==> src/rtl/seeded_rng_pkg.sv <==
package seeded_rng_pkg;

  // register offsets (software-visible map)
  localparam logic [7:0] OFS_CMD  = 8'h00;
  localparam logic [7:0] OFS_STAT = 8'h04;
  localparam logic [7:0] OFS_MODE = 8'h08;
  localparam logic [7:0] OFS_IEN  = 8'h10;
  localparam logic [7:0] OFS_IFLG = 8'h14;
  localparam logic [7:0] OFS_OUT0 = 8'h20;
  localparam logic [7:0] OFS_LIM  = 8'h60;
  localparam logic [7:0] OFS_ID   = 8'hF0;

  localparam logic [31:0] ID_CODE = 32'h0000_46BC;

  // bit positions software decodes
  localparam int unsigned BIT_SEEDED = 9;
  localparam int unsigned BIT_GEN    = 30;
  localparam int unsigned BIT_RESEED = 31;
  localparam int unsigned BIT_WIDE   = 3;
  localparam int unsigned BIT_IE_GLB = 31;
  localparam int unsigned BIT_IE_SD  = 1;
  localparam int unsigned BIT_IE_RDY = 0;

  typedef enum logic [1:0] {
    ST_SEED = 2'd0,
    ST_IDLE = 2'd1,
    ST_GEN  = 2'd2
  } rng_state_e;

endpackage

==> src/rtl/seeded_rng_mixer.sv <==
module seeded_rng_mixer #(
  parameter int unsigned W = 32,
  parameter logic [W-1:0] POLY = 32'h04C1_1DB7,
  parameter logic [W-1:0] INIT = 1
) (
  input  logic         clk,
  input  logic         rst,
  input  logic         absorb,
  input  logic         advance,
  input  logic [W-1:0] entropy,
  output logic [W-1:0] next_word
);

  logic [W-1:0] st_q;
  logic [W-1:0] stepped;

  assign stepped   = {st_q[W-2:0], 1'b0} ^ (st_q[W-1] ? POLY : '0);
  assign next_word = stepped;

  always_ff @(posedge clk) begin
    if (rst)          st_q <= INIT;
    else if (absorb)  st_q <= stepped ^ entropy;
    else if (advance) st_q <= stepped;
  end

endmodule

==> src/rtl/seeded_rng_ctrl.sv <==
module seeded_rng_ctrl
  import seeded_rng_pkg::*;
#(
  parameter int unsigned SEED_CYCLES = 16,
  parameter int unsigned WORDS       = 8,
  parameter int unsigned CNT_W       = 16
) (
  input  logic                     clk,
  input  logic                     rst,
  input  logic                     req_gen,
  input  logic                     req_seed,
  input  logic                     mode_wide,
  input  logic [CNT_W-1:0]         limit,
  output logic                     absorb,
  output logic                     advance,
  output logic                     word_we,
  output logic                     word_zero,
  output logic [$clog2(WORDS)-1:0] word_idx,
  output logic                     seeded,
  output logic                     generating,
  output logic                     reseeding,
  output logic                     gen_done,
  output logic                     seed_done
);

  localparam int unsigned IDX_W = $clog2(WORDS);
  localparam int unsigned SC_W  = $clog2(SEED_CYCLES) + 1;
  localparam logic [IDX_W-1:0] HALF_IDX = IDX_W'(WORDS / 2);
  localparam logic [IDX_W-1:0] LAST_IDX = IDX_W'(WORDS - 1);
  localparam logic [SC_W-1:0]  LAST_SC  = SC_W'(SEED_CYCLES - 1);

  rng_state_e       state_q;
  logic [SC_W-1:0]  sc_q;
  logic [IDX_W-1:0] idx_q;
  logic             wide_q;
  logic             pend_q;
  logic             seeded_q;
  logic [CNT_W-1:0] units_q;
  logic [CNT_W-1:0] units_next;
  logic             hit_limit;
  logic             last_seed;
  logic             last_word;

  always_comb begin
    absorb     = (state_q == ST_SEED);
    word_we    = (state_q == ST_GEN);
    word_zero  = !wide_q && (idx_q >= HALF_IDX);
    advance    = word_we && !word_zero;
    word_idx   = idx_q;
    last_seed  = (sc_q == LAST_SC);
    last_word  = (idx_q == LAST_IDX);
    units_next = units_q + (wide_q ? CNT_W'(2) : CNT_W'(1));
    hit_limit  = (limit != '0) && (units_next >= limit);
    seeded     = seeded_q;
    generating = (state_q == ST_GEN);
    reseeding  = (state_q == ST_SEED);
  end

  always_ff @(posedge clk) begin
    if (rst) begin
      state_q   <= ST_SEED;
      sc_q      <= '0;
      idx_q     <= '0;
      wide_q    <= 1'b0;
      pend_q    <= 1'b0;
      seeded_q  <= 1'b0;
      units_q   <= '0;
      gen_done  <= 1'b0;
      seed_done <= 1'b0;
    end else begin
      gen_done  <= 1'b0;
      seed_done <= 1'b0;
      case (state_q)
        ST_SEED: begin
          if (req_gen) pend_q <= 1'b1;
          sc_q <= sc_q + SC_W'(1);
          if (last_seed) begin
            sc_q      <= '0;
            seeded_q  <= 1'b1;
            seed_done <= 1'b1;
            units_q   <= '0;
            if (pend_q || req_gen) begin
              state_q <= ST_GEN;
              wide_q  <= mode_wide;
              idx_q   <= '0;
              pend_q  <= 1'b0;
            end else begin
              state_q <= ST_IDLE;
            end
          end
        end
        ST_IDLE: begin
          if (req_gen) begin
            state_q <= ST_GEN;
            wide_q  <= mode_wide;
            idx_q   <= '0;
          end else if (req_seed) begin
            state_q <= ST_SEED;
            sc_q    <= '0;
          end
        end
        ST_GEN: begin
          idx_q <= idx_q + IDX_W'(1);
          if (last_word) begin
            gen_done <= 1'b1;
            idx_q    <= '0;
            if (hit_limit) begin
              units_q <= '0;
              state_q <= ST_SEED;
              sc_q    <= '0;
            end else begin
              units_q <= units_next;
              state_q <= ST_IDLE;
            end
          end
        end
        default: state_q <= ST_IDLE;
      endcase
    end
  end

endmodule

==> src/rtl/seeded_rng.sv <==
module seeded_rng
  import seeded_rng_pkg::*;
#(
  parameter int unsigned DATA_W      = 32,
  parameter int unsigned ADDR_W      = 8,
  parameter int unsigned WORDS       = 8,
  parameter int unsigned SEED_CYCLES = 16,
  parameter int unsigned CNT_W       = 16
) (
  input  logic              clk,
  input  logic              rst,
  input  logic              bus_wr,
  input  logic              bus_rd,
  input  logic [ADDR_W-1:0] bus_addr,
  input  logic [DATA_W-1:0] bus_wdata,
  output logic [DATA_W-1:0] bus_rdata,
  input  logic [DATA_W-1:0] entropy_in,
  output logic              irq
);

  localparam int unsigned IDX_W = $clog2(WORDS);
  localparam logic [ADDR_W-1:0] OUT_SPAN = ADDR_W'(4 * WORDS);

  logic             req_gen, req_seed;
  logic             absorb, advance, word_we, word_zero;
  logic [IDX_W-1:0] word_idx;
  logic             seeded, generating, reseeding, gen_done, seed_done;
  logic [DATA_W-1:0] mix_word;

  logic             mode_wide_q;
  logic             ien_glb, ien_sd, ien_rdy;
  logic [1:0]       iflag_q;
  logic [CNT_W-1:0] limit_q;
  logic [DATA_W-1:0] word_mem [WORDS];

  logic [ADDR_W-1:0] rel_addr;
  logic              in_out;
  logic [IDX_W-1:0]  rd_idx;
  logic              wr_iflg;

  assign req_gen  = bus_wr && (bus_addr == ADDR_W'(OFS_CMD)) && (bus_wdata == DATA_W'(1));
  assign req_seed = bus_wr && (bus_addr == ADDR_W'(OFS_CMD)) && (bus_wdata == DATA_W'(2));
  assign wr_iflg  = bus_wr && (bus_addr == ADDR_W'(OFS_IFLG));
  assign rel_addr = bus_addr - ADDR_W'(OFS_OUT0);
  assign in_out   = (rel_addr < OUT_SPAN) && (rel_addr[1:0] == 2'b00);
  assign rd_idx   = rel_addr[IDX_W+1:2];

  seeded_rng_mixer #(.W(DATA_W)) u_mix (
    .clk       (clk),
    .rst       (rst),
    .absorb    (absorb),
    .advance   (advance),
    .entropy   (entropy_in),
    .next_word (mix_word)
  );

  seeded_rng_ctrl #(
    .SEED_CYCLES (SEED_CYCLES),
    .WORDS       (WORDS),
    .CNT_W       (CNT_W)
  ) u_ctrl (
    .clk        (clk),
    .rst        (rst),
    .req_gen    (req_gen),
    .req_seed   (req_seed),
    .mode_wide  (mode_wide_q),
    .limit      (limit_q),
    .absorb     (absorb),
    .advance    (advance),
    .word_we    (word_we),
    .word_zero  (word_zero),
    .word_idx   (word_idx),
    .seeded     (seeded),
    .generating (generating),
    .reseeding  (reseeding),
    .gen_done   (gen_done),
    .seed_done  (seed_done)
  );

  // result bank: one write port, no reset, so it maps onto block RAM
  always_ff @(posedge clk) begin
    if (word_we) word_mem[word_idx] <= word_zero ? '0 : mix_word;
  end

  // configuration registers
  always_ff @(posedge clk) begin
    if (rst) begin
      mode_wide_q <= 1'b0;
      ien_glb     <= 1'b0;
      ien_sd      <= 1'b0;
      ien_rdy     <= 1'b0;
      limit_q     <= '0;
    end else if (bus_wr) begin
      if (bus_addr == ADDR_W'(OFS_MODE)) mode_wide_q <= bus_wdata[BIT_WIDE];
      if (bus_addr == ADDR_W'(OFS_IEN)) begin
        ien_glb <= bus_wdata[BIT_IE_GLB];
        ien_sd  <= bus_wdata[BIT_IE_SD];
        ien_rdy <= bus_wdata[BIT_IE_RDY];
      end
      if (bus_addr == ADDR_W'(OFS_LIM)) limit_q <= bus_wdata[CNT_W-1:0];
    end
  end

  // sticky flags: a hardware set wins over a same-cycle clear
  always_ff @(posedge clk) begin
    if (rst) begin
      iflag_q <= 2'b00;
      irq     <= 1'b0;
    end else begin
      iflag_q[0] <= gen_done  | (iflag_q[0] & ~(wr_iflg & bus_wdata[0]));
      iflag_q[1] <= seed_done | (iflag_q[1] & ~(wr_iflg & bus_wdata[1]));
      irq        <= ien_glb & ((ien_rdy & iflag_q[0]) | (ien_sd & iflag_q[1]));
    end
  end

  // registered read port
  always_ff @(posedge clk) begin
    if (rst) begin
      bus_rdata <= '0;
    end else if (bus_rd) begin
      bus_rdata <= '0;
      if (in_out) begin
        bus_rdata <= word_mem[rd_idx];
      end else if (bus_addr == ADDR_W'(OFS_STAT)) begin
        bus_rdata[BIT_SEEDED] <= seeded;
        bus_rdata[BIT_GEN]    <= generating;
        bus_rdata[BIT_RESEED] <= reseeding;
      end else if (bus_addr == ADDR_W'(OFS_MODE)) begin
        bus_rdata[BIT_WIDE] <= mode_wide_q;
      end else if (bus_addr == ADDR_W'(OFS_IEN)) begin
        bus_rdata[BIT_IE_GLB] <= ien_glb;
        bus_rdata[BIT_IE_SD]  <= ien_sd;
        bus_rdata[BIT_IE_RDY] <= ien_rdy;
      end else if (bus_addr == ADDR_W'(OFS_IFLG)) begin
        bus_rdata[1:0] <= iflag_q;
      end else if (bus_addr == ADDR_W'(OFS_LIM)) begin
        bus_rdata <= DATA_W'(limit_q);
      end else if (bus_addr == ADDR_W'(OFS_ID)) begin
        bus_rdata <= DATA_W'(ID_CODE);
      end
    end
  end

endmodule

==> config.mk <==
export PLATFORM = sky130hd
export DESIGN_NAME = seeded_rng
export DESIGN_NICKNAME = d
export VERILOG_FILES = /design/src/rtl/seeded_rng_pkg.sv /design/src/rtl/seeded_rng_mixer.sv /design/src/rtl/seeded_rng_ctrl.sv /design/src/rtl/seeded_rng.sv
export SDC_FILE = /design/constraint.sdc
export NUM_CORES = 1
export LEC_CHECK = 0
export BUFFER_PORTS_ARGS = -buffer_cell sky130_fd_sc_hd__buf_2
export CAP_MARGIN = 0
export CORE_MARGIN = 5
export CORE_UTILIZATION = 40
export DETAILED_ROUTE_END_ITERATION = 8
export GPL_TIMING_DRIVEN = 0
export PLACE_DENSITY = 0.58
export REMOVE_ABC_BUFFERS = 1
export SLEW_MARGIN = 20
export SYNTH_ARGS = -nofsm -noshare
export SYNTH_HDL_FRONTEND = slang
export SYNTH_SLANG_ARGS = --single-unit
==> constraint.sdc <==
create_clock -name clk -period 3.8 [get_ports clk]
set_input_delay 0.76 -clock clk [delete_from_list [all_inputs] [get_ports clk]]
set_output_delay 0.76 -clock clk [all_outputs]
set_load 0.01 [all_outputs]
# --- Yosys cells after proc, flatten, opt, wreduce, memory -nomap -nowiden ---
# Memory sizes are Yosys's and may differ from the RTL's.
# Index checks and enable logic that the tools add are counted.
totals:
  regBits: 118
  n_memories: 1
  rom_bits: 0
  latch_bits: 0
  input_bits: 76
  ramBits: 256
  output_inout_bits: 33
  wordCells: 152
memory_table:
  columns: ["name", "depth", "width", "rd", "rd_ports_with_merged_regs", "write_ports", "line_no", "source"]
  rows:
  - ["word_mem", 8, 32, 1, 0, 1, "seeded_rng.sv:34", "logic [DATA_W-1:0] word_mem [WORDS];"]
op_classes:
  bitwise_logic: 16
  n_lt_le_gt_ge: 3
  n_div: 0
  mul: 0
  n_addsub: 4
  reduce_logical: 30
  n_mux: 60
  shift: 0
  eq_ne: 20
ops:
  columns: ["cell", "n"]
  rows:
  - ["$mux 32", 12]
  - ["$xor 32x32->32", 2]
  - ["$mux 16", 3]
  - ["$eq 32x1->1 const B", 1]
  - ["$eq 32x2->1 const B", 1]
  - ["$pmux 16 s2", 1]
  - ["$mux 30", 1]
  - ["$mux 29", 1]
  - ["$mux 28", 1]
  - ["$mux 27", 1]
  - ["$mux 5", 5]
  - ["$mux 20", 1]
  - ["$mux 2", 9]
  - ["$add 16x16->16", 1]
  - ["$eq 8x5->1 const B", 2]
  - ["$ge 16x16->1", 1]
  - ["$reduce_bool 16->1", 1]
  - ["$mux 15", 1]
  - ["$mux 3", 5]
  - ["$pmux 5 s3", 1]
  - ["$mux 1", 14]
  - ["$ne 2x1->1 const B", 5]
  - ["$mux 9", 1]
  - ["$pmux 3 s3", 1]
  - ["other kinds (32)", 61]

# --- Depth between registers and ports, before layout ---
# Gate-level depths: netlist (run 1).
logic_depth:
  depth_word: 15
  mapped_depth: 16
  depth_no_buf: 16

# --- Cells and area by module ---
# A second synthesis (run 1) with hierarchy kept.
unflattened:
  cells_unflattened: 1235
  area_unflattened_um2: 16623.4
modules_own_cells:
  columns: ["mod", "area_per_inst_um2", "seq_area_each_um2", "instances", "cells_each"]
  rows:
  - ["seeded_rng", 12348.1, 8788.4, 1, 720]
  - ["seeded_rng_ctrl", 2212.1, 620.6, 1, 254]
  - ["seeded_rng_mixer", 2063.2, 640.6, 1, 261]

# --- Least setup slack after synthesis (run 1) ---
# Ideal clock, no wire load.
synth_timing:
  kind: "register to register"
  start: "reg u_ctrl.state_q[0]"
  end: "mem word_mem[0][0], enable pin"
  required_ns: 3.339
  path_buffers: 1
  stages_incl_launch_ff: 6
  t_arrival_ns: 3.187
  setup_ns: 0.461
  period_less_slack_ns: 3.648
  path_slack_ns: 0.152
  cell_sequence: "dfxtp_1 > inv_1 > ha_1 > clkbuf_1 > nand2b_1 > nor3_1"
synth_between:
  elab_chain_cells: 3
synth_rtl:
  columns: ["element", "line_no", "source"]
  rows:
  - ["start: declaration", "seeded_rng_ctrl.sv:32", "rng_state_e state_q;"]
  - ["start signal: assignment", "seeded_rng_ctrl.sv:61", "state_q <= ST_SEED;"]
  - ["start signal: assignment", "seeded_rng_ctrl.sv:83", "state_q <= ST_GEN;"]
  - ["start signal: assignment", "seeded_rng_ctrl.sv:88", "state_q <= ST_IDLE;"]
  - ["$eq 2x2->1", "seeded_rng_ctrl.sv:46", "word_we = (state_q == ST_GEN);"]
  - ["$mux 1 (2 in series)", "seeded_rng.sv:82", "if (word_we) word_mem[word_idx] <= word_zero ? '0 : mix_word;"]
  - ["end: declaration", "seeded_rng.sv:34", null]
# Every way passes these cells.

# --- Worst setup path in the final report (run 1) ---
layout_timing:
  start: "reg u_ctrl.wide_q"
  end: "reg u_ctrl.sc_q[2]"
layout_between:
  elab_chain_cells: 6
layout_rtl:
  columns: ["element", "line_no", "source"]
  rows:
  - ["start: declaration", "seeded_rng_ctrl.sv:35", "logic wide_q;"]
  - ["start signal: assignment", "seeded_rng_ctrl.sv:84", "wide_q <= mode_wide;"]
  - ["start signal: assignment", "seeded_rng_ctrl.sv:95", "wide_q <= mode_wide;"]
  - ["$mux 2", "seeded_rng_ctrl.sv:52", "units_next = units_q + (wide_q ? CNT_W'(2) : CNT_W'(1));"]
  - ["$add 16x16->16", "seeded_rng_ctrl.sv:52", null]
  - ["$ge 16x16->1", "seeded_rng_ctrl.sv:53", "hit_limit = (limit != '0) && (units_next >= limit);"]
  - ["$logic_and 1x1->1", "seeded_rng_ctrl.sv:53", null]
  - ["$ne 2x1->1 (no source line)", null, null]
  - ["$reduce_and 5->1 (no source line)", null, null]
  - ["end signal: assignment", "seeded_rng_ctrl.sv:76", "sc_q <= sc_q + SC_W'(1);"]
  - ["end: declaration", "seeded_rng_ctrl.sv:33", "logic [SC_W-1:0] sc_q;"]
# Every way passes these cells.
# A chain may end at the register's enable or synchronous reset.

==> results of run 1 <==
## flip-flops by register name (all words and copies together) (netlist names)
register          count
word_mem            256
bus_rdata            32
u_mix.st_q           32
limit_q              16
u_ctrl.units_q       16
u_ctrl.sc_q           5
u_ctrl.word_idx       3
iflag_q               2
u_ctrl.state_q        2
ien_glb               1
ien_rdy               1
ien_sd                1
irq                   1
mode_wide_q           1
u_ctrl.gen_done       1
u_ctrl.pend_q         1
u_ctrl.seed_done      1
u_ctrl.seeded         1
u_ctrl.wide_q         1
## worst max path at each step
stage / cells after the start / slack (ps) / from / to
final: 16 / 240 / u_ctrl.wide_q / u_ctrl.sc_q[2]
after floorplan: 4 / 260 / u_ctrl.state_q[0] / word_mem[0][0]
after global placement: 4 / -2570 / u_ctrl.state_q[0] / word_mem[2][18]
after global routing: 16 / -7 / u_ctrl.wide_q / u_ctrl.sc_q[2]
after detailed placement: 15 / -640 / u_ctrl.wide_q / u_ctrl.units_q[5]
after CTS: 16 / 1 / u_ctrl.wide_q / u_ctrl.units_q[5]
## logic make-up (layout without fill, tap and decap cells)
| family | after synthesis | count (layout) |
|---|---|---|
| mux | 101 | 101 |
| compound gates | 175 | 175 |
| xor+xnor | 59 | 59 |
| flops | 374 | 374 |
| buf+inv | 98 | 255 |
| simple gates | 361 | 361 |
| fa+ha+maj | 27 | 27 |
## power groups by stage
stage	sequential, W	clock, W	combinational (W)
after CTS	0.00483	0.00422	0.00100
after floorplan	0.00488	0	0.000609
final	0.00483	0.00415	0.000985
after global routing	0.00484	0.00440	0.00110
after detailed placement	0.00491	0	0.000997
after global placement	0.00492	0	0.000950
## layout by cell type, fill, tap and decap left out, types with 5 or more instances in the layout
| cell | count |
|---|---|
| sky130_fd_sc_hd__nor3_1 | 10 |
| sky130_fd_sc_hd__nand2b_1 | 11 |
| sky130_fd_sc_hd__nor2_1 | 102 |
| sky130_fd_sc_hd__xor2_1 | 38 |
| sky130_fd_sc_hd__a211oi_1 | 28 |
| sky130_fd_sc_hd__a21oi_1 | 65 |
| sky130_fd_sc_hd__clkbuf_8 | 6 |
| sky130_fd_sc_hd__nand3_1 | 31 |
| sky130_fd_sc_hd__inv_1 | 32 |
| sky130_fd_sc_hd__buf_6 | 5 |
| sky130_fd_sc_hd__clkbuf_16 | 41 |
| sky130_fd_sc_hd__dfxtp_1 | 116 |
| sky130_fd_sc_hd__nand4_1 | 12 |
| sky130_fd_sc_hd__buf_2 | 104 |
| sky130_fd_sc_hd__nor4_4 | 5 |
| sky130_fd_sc_hd__o211ai_1 | 6 |
| sky130_fd_sc_hd__ha_1 | 24 |
| sky130_fd_sc_hd__nor2b_1 | 23 |
| sky130_fd_sc_hd__edfxtp_1 | 256 |
| sky130_fd_sc_hd__mux4_2 | 64 |
| sky130_fd_sc_hd__nand2_1 | 113 |
| sky130_fd_sc_hd__clkinv_2 | 6 |
| sky130_fd_sc_hd__mux2i_1 | 23 |
| sky130_fd_sc_hd__buf_4 | 17 |
| sky130_fd_sc_hd__a22oi_1 | 17 |
| sky130_fd_sc_hd__bufinv_16 | 5 |
| sky130_fd_sc_hd__o21ai_1 | 5 |
| sky130_fd_sc_hd__o21ai_0 | 18 |
| sky130_fd_sc_hd__buf_16 | 13 |
| sky130_fd_sc_hd__xnor2_1 | 21 |
| sky130_fd_sc_hd__mux2_2 | 14 |
| sky130_fd_sc_hd__o22ai_1 | 5 |
| sky130_fd_sc_hd__nor2_4 | 8 |
| sky130_fd_sc_hd__clkbuf_1 | 9 |
## what timing repair did
action / in CTS / in global routing
pin swaps: 2 / 8
endpoints found under the setup margin: 20 / 22
gates resized for setup: 10 / 15
buffers inserted: 1 / 6
## layer usage
metal / up-vias / share of wire [%] / global-route usage, %
li1: 4721 / - / -
met1: 4963 / 46 / 25.57
met2: 277 / 46 / 27.36
met3: 62 / 5.8 / 3.066
met4: 0 / 2.0 / 4.680
met5: - / 0 / 0
## cell type report
| type | count | area (um2) | share of cell area, % |
|---|---|---|---|
| Multi-Input combinational cell | 723 | 5779 | 30.07 |
| Tap cell | 525 | 656.9 | 3.418 |
| Clock buffer | 56 | 1142 | 5.944 |
| Inverter | 34 | 127.6 | 0.6641 |
| Timing Repair Buffer | 145 | 1172 | 6.100 |
| Sequential cell | 374 | 10050 | 52.32 |
| Clock inverter | 20 | 285.3 | 1.484 |
## metrics by stage
step	setup WS (ps)	utilization [%]	cell area, um2
4_1_cts	0.9730	48.05	19090
3_5_place_dp	-639.0	44.33	17610
3_3_place_gp	-2572	42.71	16970
2_1_floorplan	264.0	-	15770
6_report	238.0	48.37	19220
5_1_grt	-7.239	48.37	19220
## synthesized netlist by cell type (24+ instances only)
library cell / n / area share (%)
sky130_fd_sc_hd__edfxtp_1: 256 / 48
sky130_fd_sc_hd__dfxtp_1: 118 / 15
sky130_fd_sc_hd__nand2_1: 115 / 2.7
sky130_fd_sc_hd__nor2_1: 111 / 2.6
sky130_fd_sc_hd__a21oi_1: 68 / 2.1
sky130_fd_sc_hd__mux4_2: 64 / 9.0
sky130_fd_sc_hd__clkbuf_1: 50 / 1.2
sky130_fd_sc_hd__xor2_1: 38 / 2.1
sky130_fd_sc_hd__nand3_1: 34 / 1.1
sky130_fd_sc_hd__inv_1: 32 / 0.75
sky130_fd_sc_hd__a211oi_1: 28 / 1.3
sky130_fd_sc_hd__ha_1: 26 / 2.0
sky130_fd_sc_hd__nor2b_1: 24 / 0.94
## critical path: cells and delay by family, from the launching register on
family | cells | cell delay [ps]
fa+ha+maj | 3 | 940
xor+xnor | 1 | 140
flops | 1 | 380
compound gates | 2 | 340
simple gates | 9 | 1610
buf+inv | 1 | 80
==> run summary, run 1 <==
Setup clock skew after layout: 13.71 ps
Number of antenna violations at the first check in global routing: 0
Syn. warnings: 0
Count of mapped cells out of synthesis: 1195
FF-to-FF path depth: 16
Count of filler cells inserted in the layout: 3464
Share of synthesized cell area in and, or, nand and nor gates: 11.16%
Most used DFF post-synth: sky130_fd_sc_hd__edfxtp_1
Power share of the clock group: 41.6%
CTS tree: built
Cts bufs inserted: 41
Crit Path Class: register to register
Leakage: 6.884 nW
Number of failing setup endpoints in the final timing report: 0
Worst Setup End Kind: register
Total instance count after detailed placement: 1793
Number of design rule violations left after detail routing: 0
Largest net degree at the start of global routing: 80
End of the worst register-to-register path: u_ctrl.sc_q[2]
Remaining antenna violation count after routing: 0
Max-cap violations: 0
Power per cell area: 518.1 nW/um2
CP required: 4290 ps
FP Rows: 73
Grt total ovfl: 0
Minimum hold slack: 439.0 ps
Class of the most critical hold timing path: register to register
HP Start: u_ctrl.seed_done
Slowest Stage Delay on Critical Path: 530 ps
Worst Max-Slew Pin Slew: 886.7 ps
NetSw: 0.002405 W
Number of flip-flops and latches in the synthesized netlist: 374
Final total power: 0.009958 W
Cell variety after synth: 63
Floorplan die area: 44170 um2
Total wire length after detailed routing: 39.09 mm
Mapped cell area: 16030 um2
First-pass DRT Iterations: 5
Number of port buffers: 108
Xor-xnor portion of the synthesized cell area: 3.225%
Largest buffer count on any clock path: 3
Maximum fanout along the worst path: 9
Async set-or-reset flop fraction in the synthesized netlist: 0%
Max Transition Viols Final: 0
Clock edge transition at the registers on the reported setup and hold paths: 60 ps
Top achievable clock speed: 280.7 MHz
Fraction of the mapped netlist area in adder cells: 2.155%
Antenna diodes: 0
DIE HEIGHT: 210.2 um
Area added between synthesis and finish: 19.92%
Mean cell area of the mapped netlist: 13.41 um2
Final period util: 93.74%
Vias in the first global route: 9947
Hold violation count in the final report: 0
R2r startpoint: u_ctrl.wide_q
Detailed placement HPWL: 25.65 mm
Share of synthesized area occupied by flip-flops and latches: 62.71%
CP max stage cell: sky130_fd_sc_hd__or4b_1
Library cell used as clock root buffer: sky130_fd_sc_hd__clkbuf_16
Final setup TNS: 0 ps
Fraction of power spent switching nets: 24.15%
Die Span X: 210.2 um
Sequential share of power: 48.5%
Worst reg-to-reg setup slack: 240 ps
H-tree level count: 2
Last weighted congestion value of the routability-driven placer: 0.8063
Hold-fix buffers at CTS: 0
Number of nets in the final layout: 1422
Floorplan core area: 39730 um2
Peak ir drop on the vdd network: 0.3192 mV
Number of sinks driven by the clock tree: 374
CP Data Arrival Time: 4060 ps
Initial core utilization: 40.33%
Multiplexer area fraction after synthesis: 11.41%
Via density per instance: 5.340
Min cycle time layout: 3562 ps
Global routing usage summed across all routing layers: 17.52%
Proportion of layout cells with a drive suffix above 1: 24.78%
Routed via count: 10023
Worst slew slack as a fraction of its limit: 40.82%
Critical path launch point type: register
Endpoint with the worst hold slack: iflag_q[1]
Combinational cell fraction of total power: 9.9%
DR WL/cell: 20.83 um
Number of enable flip-flop cells after synthesis: 256
Cells along the critical path: inv_1 > ha_2 > fa_2 > and3_2 > nand3_4 > nor2_4 > nand3_4 > nor2_4 > xor2_1 > ha_1 > nand4_1 > nor2_1 > a211o_4 > nand3b_4 > or4b_1 > a21oi_1
Post-synthesis compound-gate area fraction: 6.957%
First-pass GRT wire length: 60.20 mm
Number of cells in the finished layout apart from fillers: 1877
Latest clock arrival within the worst-skew pair: 570 ps
Total I/O pin count: 109
Combinational family with the most area after synthesis: multiplexers
Iteration-0 DRC count of the detailed router: 587
Internal portion of total power: 0.007553 W
Hold-critical path depth: 2
Status: complete, no violations
No activity file was read; power rests on OpenSTA's default activity.
==> inputs of run 2 (changes only) <==
--- a/config.mk
+++ b/config.mk
@@ -16,4 +16,5 @@
 export SLEW_MARGIN = 20
 export SYNTH_ARGS = -nofsm -noshare
 export SYNTH_HDL_FRONTEND = slang
+export SYNTH_HIERARCHICAL = 1
 export SYNTH_SLANG_ARGS = --single-unit
==> run 2 against run 1 <==
Compared with the run above:
- global-route usage up 0.23 points
- sequential share of layout area down 0.71 points
- worst setup slack worse by 99 ps
- count of clock-buffer cells in the layout up 1
- critical path type unchanged
- critical endpoint is now u_ctrl/units_q[14]
- largest cell class unchanged
- largest power group unchanged
==> run summary, run 2 <==
Status: complete, no violations
Maximum fanout along the worst path: 6
Via density per instance: 5.485
First-pass DRT Iterations: 5
Vias in the first global route: 10395
Number of flip-flops and latches in the synthesized netlist: 374
Critical path launch point type: register
Mean cell area of the mapped netlist: 13.46 um2
Crit Path Class: register to register
Last weighted congestion value of the routability-driven placer: 0.7922
Gate family responsible for the most delay along the worst path: simple AND/OR/NAND/NOR gates
Most used DFF post-synth: sky130_fd_sc_hd__edfxtp_1
Iteration-0 DRC count of the detailed router: 741
Leakage: 7.188 nW
Library cell used as clock root buffer: sky130_fd_sc_hd__clkbuf_16
Number of failing setup endpoints in the final timing report: 0
Endpoint with the worst hold slack: bus_rdata[18]
Count of mapped cells out of synthesis: 1235
Critical path origin: u_ctrl/wide_q
Worst reg-to-reg setup slack: 140 ps
Most area-hungry cell type in the Yosys netlist: sky130_fd_sc_hd__edfxtp_1
Final period util: 96.34%
H-tree level count: 2
Share of synthesized area occupied by flip-flops and latches: 60.45%
Clock edge transition at the registers on the reported setup and hold paths: 60 ps
Detailed placement HPWL: 26.72 mm
Floorplan core area: 41020 um2
First-pass GRT wire length: 62.01 mm
Number of design rule violations left after detail routing: 0
NetSw: 0.002015 W
Class of the most critical hold timing path: register to register
Top achievable clock speed: 273.2 MHz
Floorplan die area: 45740 um2
Top cells by area in the synthesized netlist: sky130_fd_sc_hd__edfxtp_1 (46%), sky130_fd_sc_hd__dfxtp_1 (14%), sky130_fd_sc_hd__mux4_2 (6.8%)
Largest net degree at the start of global routing: 81
CTS tree: built
HP Start: bus_rdata[18]
Registers with the most flip-flops: word_mem: 256 flops, bus_rdata: 32 flops, u_mix/st_q: 32 flops
R2r startpoint: u_ctrl/wide_q
End of the worst register-to-register path: u_ctrl/units_q[14]
Setup clock skew after layout: 24.85 ps
Hold-critical path depth: 2
DIE HEIGHT: 213.9 um
Die Span X: 213.9 um
Util after Layout: 47.50%
Cells along the critical path: inv_2 > ha_4 > fa_2 > and3_4 > and3_4 > and2_4 > nand3_4 > xnor2_2 > ha_1 > nand4_1 > nor3_2 > or4_4 > o31ai_4 > buf_6 > nand2_4 > nor2_2 > a22o_1
Total wire length after detailed routing: 40.53 mm
Most frequently used cell type in the post-synthesis netlist: sky130_fd_sc_hd__edfxtp_1
Latest clock arrival within the worst-skew pair: 570 ps
Number of port buffers: 108
Initial core utilization: 40.53%
Worst slew slack as a fraction of its limit: 31.17%
DR WL/cell: 21.23 um
Top library cells by usage in the layout, fill and taps aside: sky130_fd_sc_hd__edfxtp_1 (256), sky130_fd_sc_hd__dfxtp_1 (117), sky130_fd_sc_hd__buf_2 (105)
Total buffers and inverters traversed by the critical path: 2
Post-placement cell area: 17890 um2
Largest buffer count on any clock path: 3
Number of flip-flops in the largest register: 256
Number of enable flip-flop cells after synthesis: 256
Area added between synthesis and finish: 17.19%
Async set-or-reset flop fraction in the synthesized netlist: 0%
Commonest non-fill, non-tap cell in the layout: sky130_fd_sc_hd__edfxtp_1
Worst Max-Slew Pin Slew: 1032 ps
FP Rows: 74
CP required: 4290 ps
Final design instance area without fill: 19480 um2
Fraction of power spent switching nets: 22.53%
Count of filler cells inserted in the layout: 3598
Power per cell area: 459.0 nW/um2
FF-to-FF path depth: 17
Cts bufs inserted: 42
Max-cap violations: 0
Peak ir drop on the vdd network: 0.2776 mV
Sequential share of power: 50.3%
Fraction of post-synthesis cell area in the top cell type by area: 46.24%
Internal portion of total power: 0.006927 W
Total I/O pin count: 109
Cell variety after synth: 75
CP dominant cell by count: sky130_fd_sc_hd__and3_4
Worst Setup End Kind: register
Mapped cell area: 16620 um2
Power share of the clock group: 43.7%
Combinational cell fraction of total power: 6.0%
Number of antenna violations at the first check in global routing: 3
Routed via count: 10470
Number of sinks driven by the clock tree: 374
Unrepaired setup endpoints after global routing: yes
Syn. warnings: 6
CP Data Arrival Time: 4160 ps
Most frequent cells after synthesis: sky130_fd_sc_hd__edfxtp_1 (256), sky130_fd_sc_hd__dfxtp_1 (118), sky130_fd_sc_hd__nand2_1 (93), sky130_fd_sc_hd__mux2i_1 (69), sky130_fd_sc_hd__nor2b_1 (60)
Hold violation count in the final report: 0
Grt total ovfl: 0
Proportion of layout cells with a drive suffix above 1: 24.65%
Global routing usage summed across all routing layers: 17.75%
Number of nets in the final layout: 1444
Min cycle time layout: 3661 ps
Register with the highest flop count: word_mem
CP max stage cell: sky130_fd_sc_hd__or4_4
Max Transition Viols Final: 0
Slowest Stage Delay on Critical Path: 560 ps
Hold-fix buffers at CTS: 0
Remaining antenna violation count after routing: 0
## run 2: routing by layer
layer,routed length (um),track usage (%),vias up
met3,2121,2.838,53
met2,19130,28.07,278
met4,984,5.768,0
li1,-,-,4920
met1,18300,25.29,5219
met5,0,0,-
## run 2: how the worst max path moves through the flow
| stage | end | slack, ps | cells after the start |
|---|---|---|---|
| after floorplan | u_ctrl/sc_q[2] | 40 | 16 |
| after global placement | word_mem[4][18] | -2790 | 4 |
| after detailed placement | u_ctrl/units_q[13] | -590 | 16 |
| after CTS | u_ctrl/units_q[15] | 20 | 17 |
| after global routing | u_ctrl/units_q[6] | -20 | 16 |
| final | u_ctrl/units_q[14] | 140 | 17 |
## run 2: kinds of logic (layout without fill, tap and decap cells)
logic type / after synthesis / after routing / share of synthesized area, %
other: 0 / 2 / 0
flip-flops: 374 / 374 / 60.45
XOR/XNOR: 28 / 28 / 1.520
buffers and inverters: 110 / 249 / 3.771
multiplexers: 119 / 119 / 10.93
adder cells (fa/ha/maj): 27 / 27 / 2.077
AND/OR/NAND/NOR: 370 / 371 / 12.72
AO/OA/AOI/OAI: 207 / 207 / 8.528
## run 2: final cells by class
type,instances,area [um2],share of cell area [%]
Sequential cell,374,10050,51.61
Multi-Input combinational cell,752,6190,31.77
Clock buffer,57,1179,6.050
Timing Repair Buffer,145,1134,5.819
Tap cell,532,665.6,3.417
Clock inverter,21,157.7,0.8092
Inverter,26,97.59,0.5010
Antenna cell,2,5.005,0.02569
## run 2: power groups by stage
stage | logic [W] | registers [W] | clock network [W]
CTS | 0.000538 | 0.00450 | 0.00399
finish | 0.000534 | 0.00450 | 0.00391
global route | 0.000591 | 0.00451 | 0.00416
floorplan | 0.000294 | 0.00457 | 0
global placement | 0.000515 | 0.00459 | 0
detailed placement | 0.000534 | 0.00459 | 0
## run 2: through the flow
stage	worst slack (ps)	hold slack, ps	TNS [ps]	std cells	total power (W)
floorplan	44.22	413.0	0	1151	0.004868
global placement	-2792	421.5	-389450	1791	0.005106
detailed placement	-586.1	435.6	-10590	1816	0.005122
CTS	15.06	426.0	0	1901	0.009031
global route	-23.70	468.7	-46.82	1909	0.009258
finish	139.2	447.7	0	1909	0.008941
## run 2: worst register-to-register path, cell delays in order (launching register included)
cell                      delay, ps
sky130_fd_sc_hd__dfxtp_4        370
sky130_fd_sc_hd__inv_2           50
sky130_fd_sc_hd__ha_4           160
sky130_fd_sc_hd__fa_2           340
sky130_fd_sc_hd__and3_4         200
sky130_fd_sc_hd__and3_4         190
sky130_fd_sc_hd__and2_4         160
sky130_fd_sc_hd__nand3_4         90
sky130_fd_sc_hd__xnor2_2        120
sky130_fd_sc_hd__ha_1           260
sky130_fd_sc_hd__nand4_1        150
sky130_fd_sc_hd__nor3_2          70
sky130_fd_sc_hd__or4_4          560
sky130_fd_sc_hd__o31ai_4        190
sky130_fd_sc_hd__buf_6          180
sky130_fd_sc_hd__nand2_4         60
sky130_fd_sc_hd__nor2_2         260
sky130_fd_sc_hd__a22o_1         200
## run 2: repair_timing
item,in CTS,in global routing
pin swaps,4,12
resized for setup,23,14
endpoints found under the setup margin,22,22
setup buffers,6,6
gates cloned,1,0
==> inputs of run 3 (changes only) <==
--- a/config.mk
+++ b/config.mk
@@ -6,9 +6,9 @@
 export NUM_CORES = 1
 export LEC_CHECK = 0
 export BUFFER_PORTS_ARGS = -buffer_cell sky130_fd_sc_hd__buf_2
-export CAP_MARGIN = 0
 export CORE_MARGIN = 5
 export CORE_UTILIZATION = 40
+export CTS_BUF_LIST = sky130_fd_sc_hd__clkbuf_8 sky130_fd_sc_hd__clkbuf_16
 export DETAILED_ROUTE_END_ITERATION = 8
 export GPL_TIMING_DRIVEN = 0
 export PLACE_DENSITY = 0.58
==> run 3 against run 2 <==
Compared with the run above:
- clock power hardly changed
- first-iteration DRC count is 1.5% higher
- final area stayed put
- non-clock buffer count stayed put
- via count is 0.15% higher
- sequential cell count stayed put
- wire length hardly changed
- core utilization stayed put
- total power is 0.26% lower
- count of clock-buffer cells in the layout is 9 lower
- critical path type unchanged
- global-route usage stayed put
- sequential share of layout area stayed put
==> run summary, run 3 (synthesized netlist as in run 2, its figures left out) <==
Via density per instance: 5.493
H-tree level count: 2
First-pass GRT wire length: 62.01 mm
Total instance count after detailed placement: 1816
Critical path origin: u_ctrl/wide_q
Initial core utilization: 40.53%
Status: complete, no violations
Number of flip-flops in the largest register: 256
Number of failing setup endpoints in the final timing report: 0
Peak ir drop on the vdd network: 0.2784 mV
Commonest non-fill, non-tap cell in the layout: sky130_fd_sc_hd__edfxtp_1
First-pass DRT Iterations: 5
Number of antenna violations at the first check in global routing: 3
Registers with the most flip-flops: word_mem: 256 flops, bus_rdata: 32 flops, u_mix/st_q: 32 flops
Detailed placement HPWL: 26.72 mm
Library cell used as clock root buffer: sky130_fd_sc_hd__clkbuf_16
Remaining antenna violation count after routing: 0
Total wire length after detailed routing: 40.51 mm
Global routing usage summed across all routing layers: 17.75%
HP Start: bus_rdata[18]
Number of sinks driven by the clock tree: 374
Vias in the first global route: 10395
Register with the highest flop count: word_mem
Hold-fix buffers at CTS: 0
DR WL/cell: 21.22 um
Area added between synthesis and finish: 17.19%
Max Transition Viols Final: 0
Iteration-0 DRC count of the detailed router: 752
Worst slew slack as a fraction of its limit: 31.89%
Top library cells by usage in the layout, fill and taps aside: sky130_fd_sc_hd__edfxtp_1 (256), sky130_fd_sc_hd__dfxtp_1 (117), sky130_fd_sc_hd__buf_2 (105)
Max-cap violations: 0
CP Data Arrival Time: 4100 ps
Worst Setup End Kind: register
Clock edge transition at the registers on the reported setup and hold paths: 60 ps
Routed via count: 10486
FP Rows: 74
Largest net degree at the start of global routing: 81
Class of the most critical hold timing path: register to register
Floorplan die area: 45740 um2
Number of design rule violations left after detail routing: 0
Largest buffer count on any clock path: 3
CP required: 4250 ps
Number of cells in the finished layout apart from fillers: 1909
Cts bufs inserted: 42
CTS tree: built
Number of port buffers: 108
Setup clock skew after layout: 24.67 ps
Util after Layout: 47.50%
Last weighted congestion value of the routability-driven placer: 0.7922
Number of nets in the final layout: 1444
Total I/O pin count: 109
R2r startpoint: u_ctrl/wide_q
Hold violation count in the final report: 0
Crit Path Class: register to register
DIE HEIGHT: 213.9 um
Floorplan core area: 41020 um2
Grt total ovfl: 0
Top achievable clock speed: 273.4 MHz
Worst Max-Slew Pin Slew: 1022 ps
Latest clock arrival within the worst-skew pair: 570 ps
Critical path launch point type: register
Final period util: 96.25%
Die Span X: 213.9 um
Proportion of layout cells with a drive suffix above 1: 24.65%
Power per cell area: 457.8 nW/um2
Maximum fanout along the worst path: 7
Min cycle time layout: 3657 ps
Unrepaired setup endpoints after global routing: yes
Leakage: 7.226 nW
==> run 3: changes by cell type in the layout (fill, tap and decap cells not counted) <==
| cell | before | now |
|---|---|---|
| sky130_fd_sc_hd__clkbuf_1 | 9 | 0 |
| sky130_fd_sc_hd__inv_1 | 24 | 33 |
==> run 3: repair_timing <==
item | in CTS | in global routing
pin swaps | 4 | 12
cloned | 1 | 0
gates resized for setup | 23 | 14
setup endpoints to repair | 22 | 22
setup buffers | 6 | 6
==> run 3: critical path, cell delays in order (launching register included) <==
cell,delay (ps)
sky130_fd_sc_hd__dfxtp_4,370
sky130_fd_sc_hd__inv_2,50
sky130_fd_sc_hd__ha_4,160
sky130_fd_sc_hd__fa_2,340
sky130_fd_sc_hd__and3_4,200
sky130_fd_sc_hd__and3_4,190
sky130_fd_sc_hd__and2_4,160
sky130_fd_sc_hd__nand3_4,80
sky130_fd_sc_hd__xnor2_2,120
sky130_fd_sc_hd__ha_1,260
sky130_fd_sc_hd__nand4_1,150
sky130_fd_sc_hd__nor3_2,70
sky130_fd_sc_hd__or4_4,560
sky130_fd_sc_hd__o31ai_4,190
sky130_fd_sc_hd__buf_6,180
sky130_fd_sc_hd__a21oi_4,90
sky130_fd_sc_hd__nor2b_4,160
sky130_fd_sc_hd__a32o_1,210
==> run 3: report_power, final <==
part	switching, W	internal (W)
Sequential	0.0000459	0.00445
Combinational	0.000321	0.000213
Clock	0.00165	0.00223
==> run 3: final timing paths <==
path | end | slack [ps] | cells after the start
max | u_ctrl/sc_q[2] | 140 | 17
min | bus_rdata[18] | 450 | 2
max reg2reg | u_ctrl/sc_q[2] | 140 | 17
min reg2reg | bus_rdata[18] | 450 | 2
==> run 3: cell type report <==
class,count,area (um2)
diodes,2,5.005
clock buffers,48,1145
clock inverters,30,191.4
fillers,3598,21540
inverters,26,97.59
multi-input cells,752,6190
flip-flops and latches,374,10050
well taps,532,665.6
repair buffers,145,1134
==> run 3: through the flow <==
stage | TNS [ps] | area, um2 | hold WS (ps) | power [W] | setup WS, ps
after CTS | 0 | 19370 | 426.0 | 0.009008 | 14.73
after global routing | -46.82 | 19480 | 468.7 | 0.009235 | -23.70
after global placement | -389450 | 17300 | 421.5 | 0.005106 | -2792
final | 0 | 19480 | 447.7 | 0.008918 | 142.6
after floorplan | 0 | 16090 | 413.0 | 0.004868 | 44.22
after detailed placement | -10590 | 17890 | 435.6 | 0.005122 | -586.1
==> run 3: layer usage <==
layer / GRT usage, % / up-vias / share of wire, %
met4: 5.768 / 0 / 2.4
met2: 28.07 / 278 / 47
li1: - / 4922 / -
met1: 25.29 / 5234 / 45
met3: 2.838 / 52 / 5.3
met5: 0 / - / 0
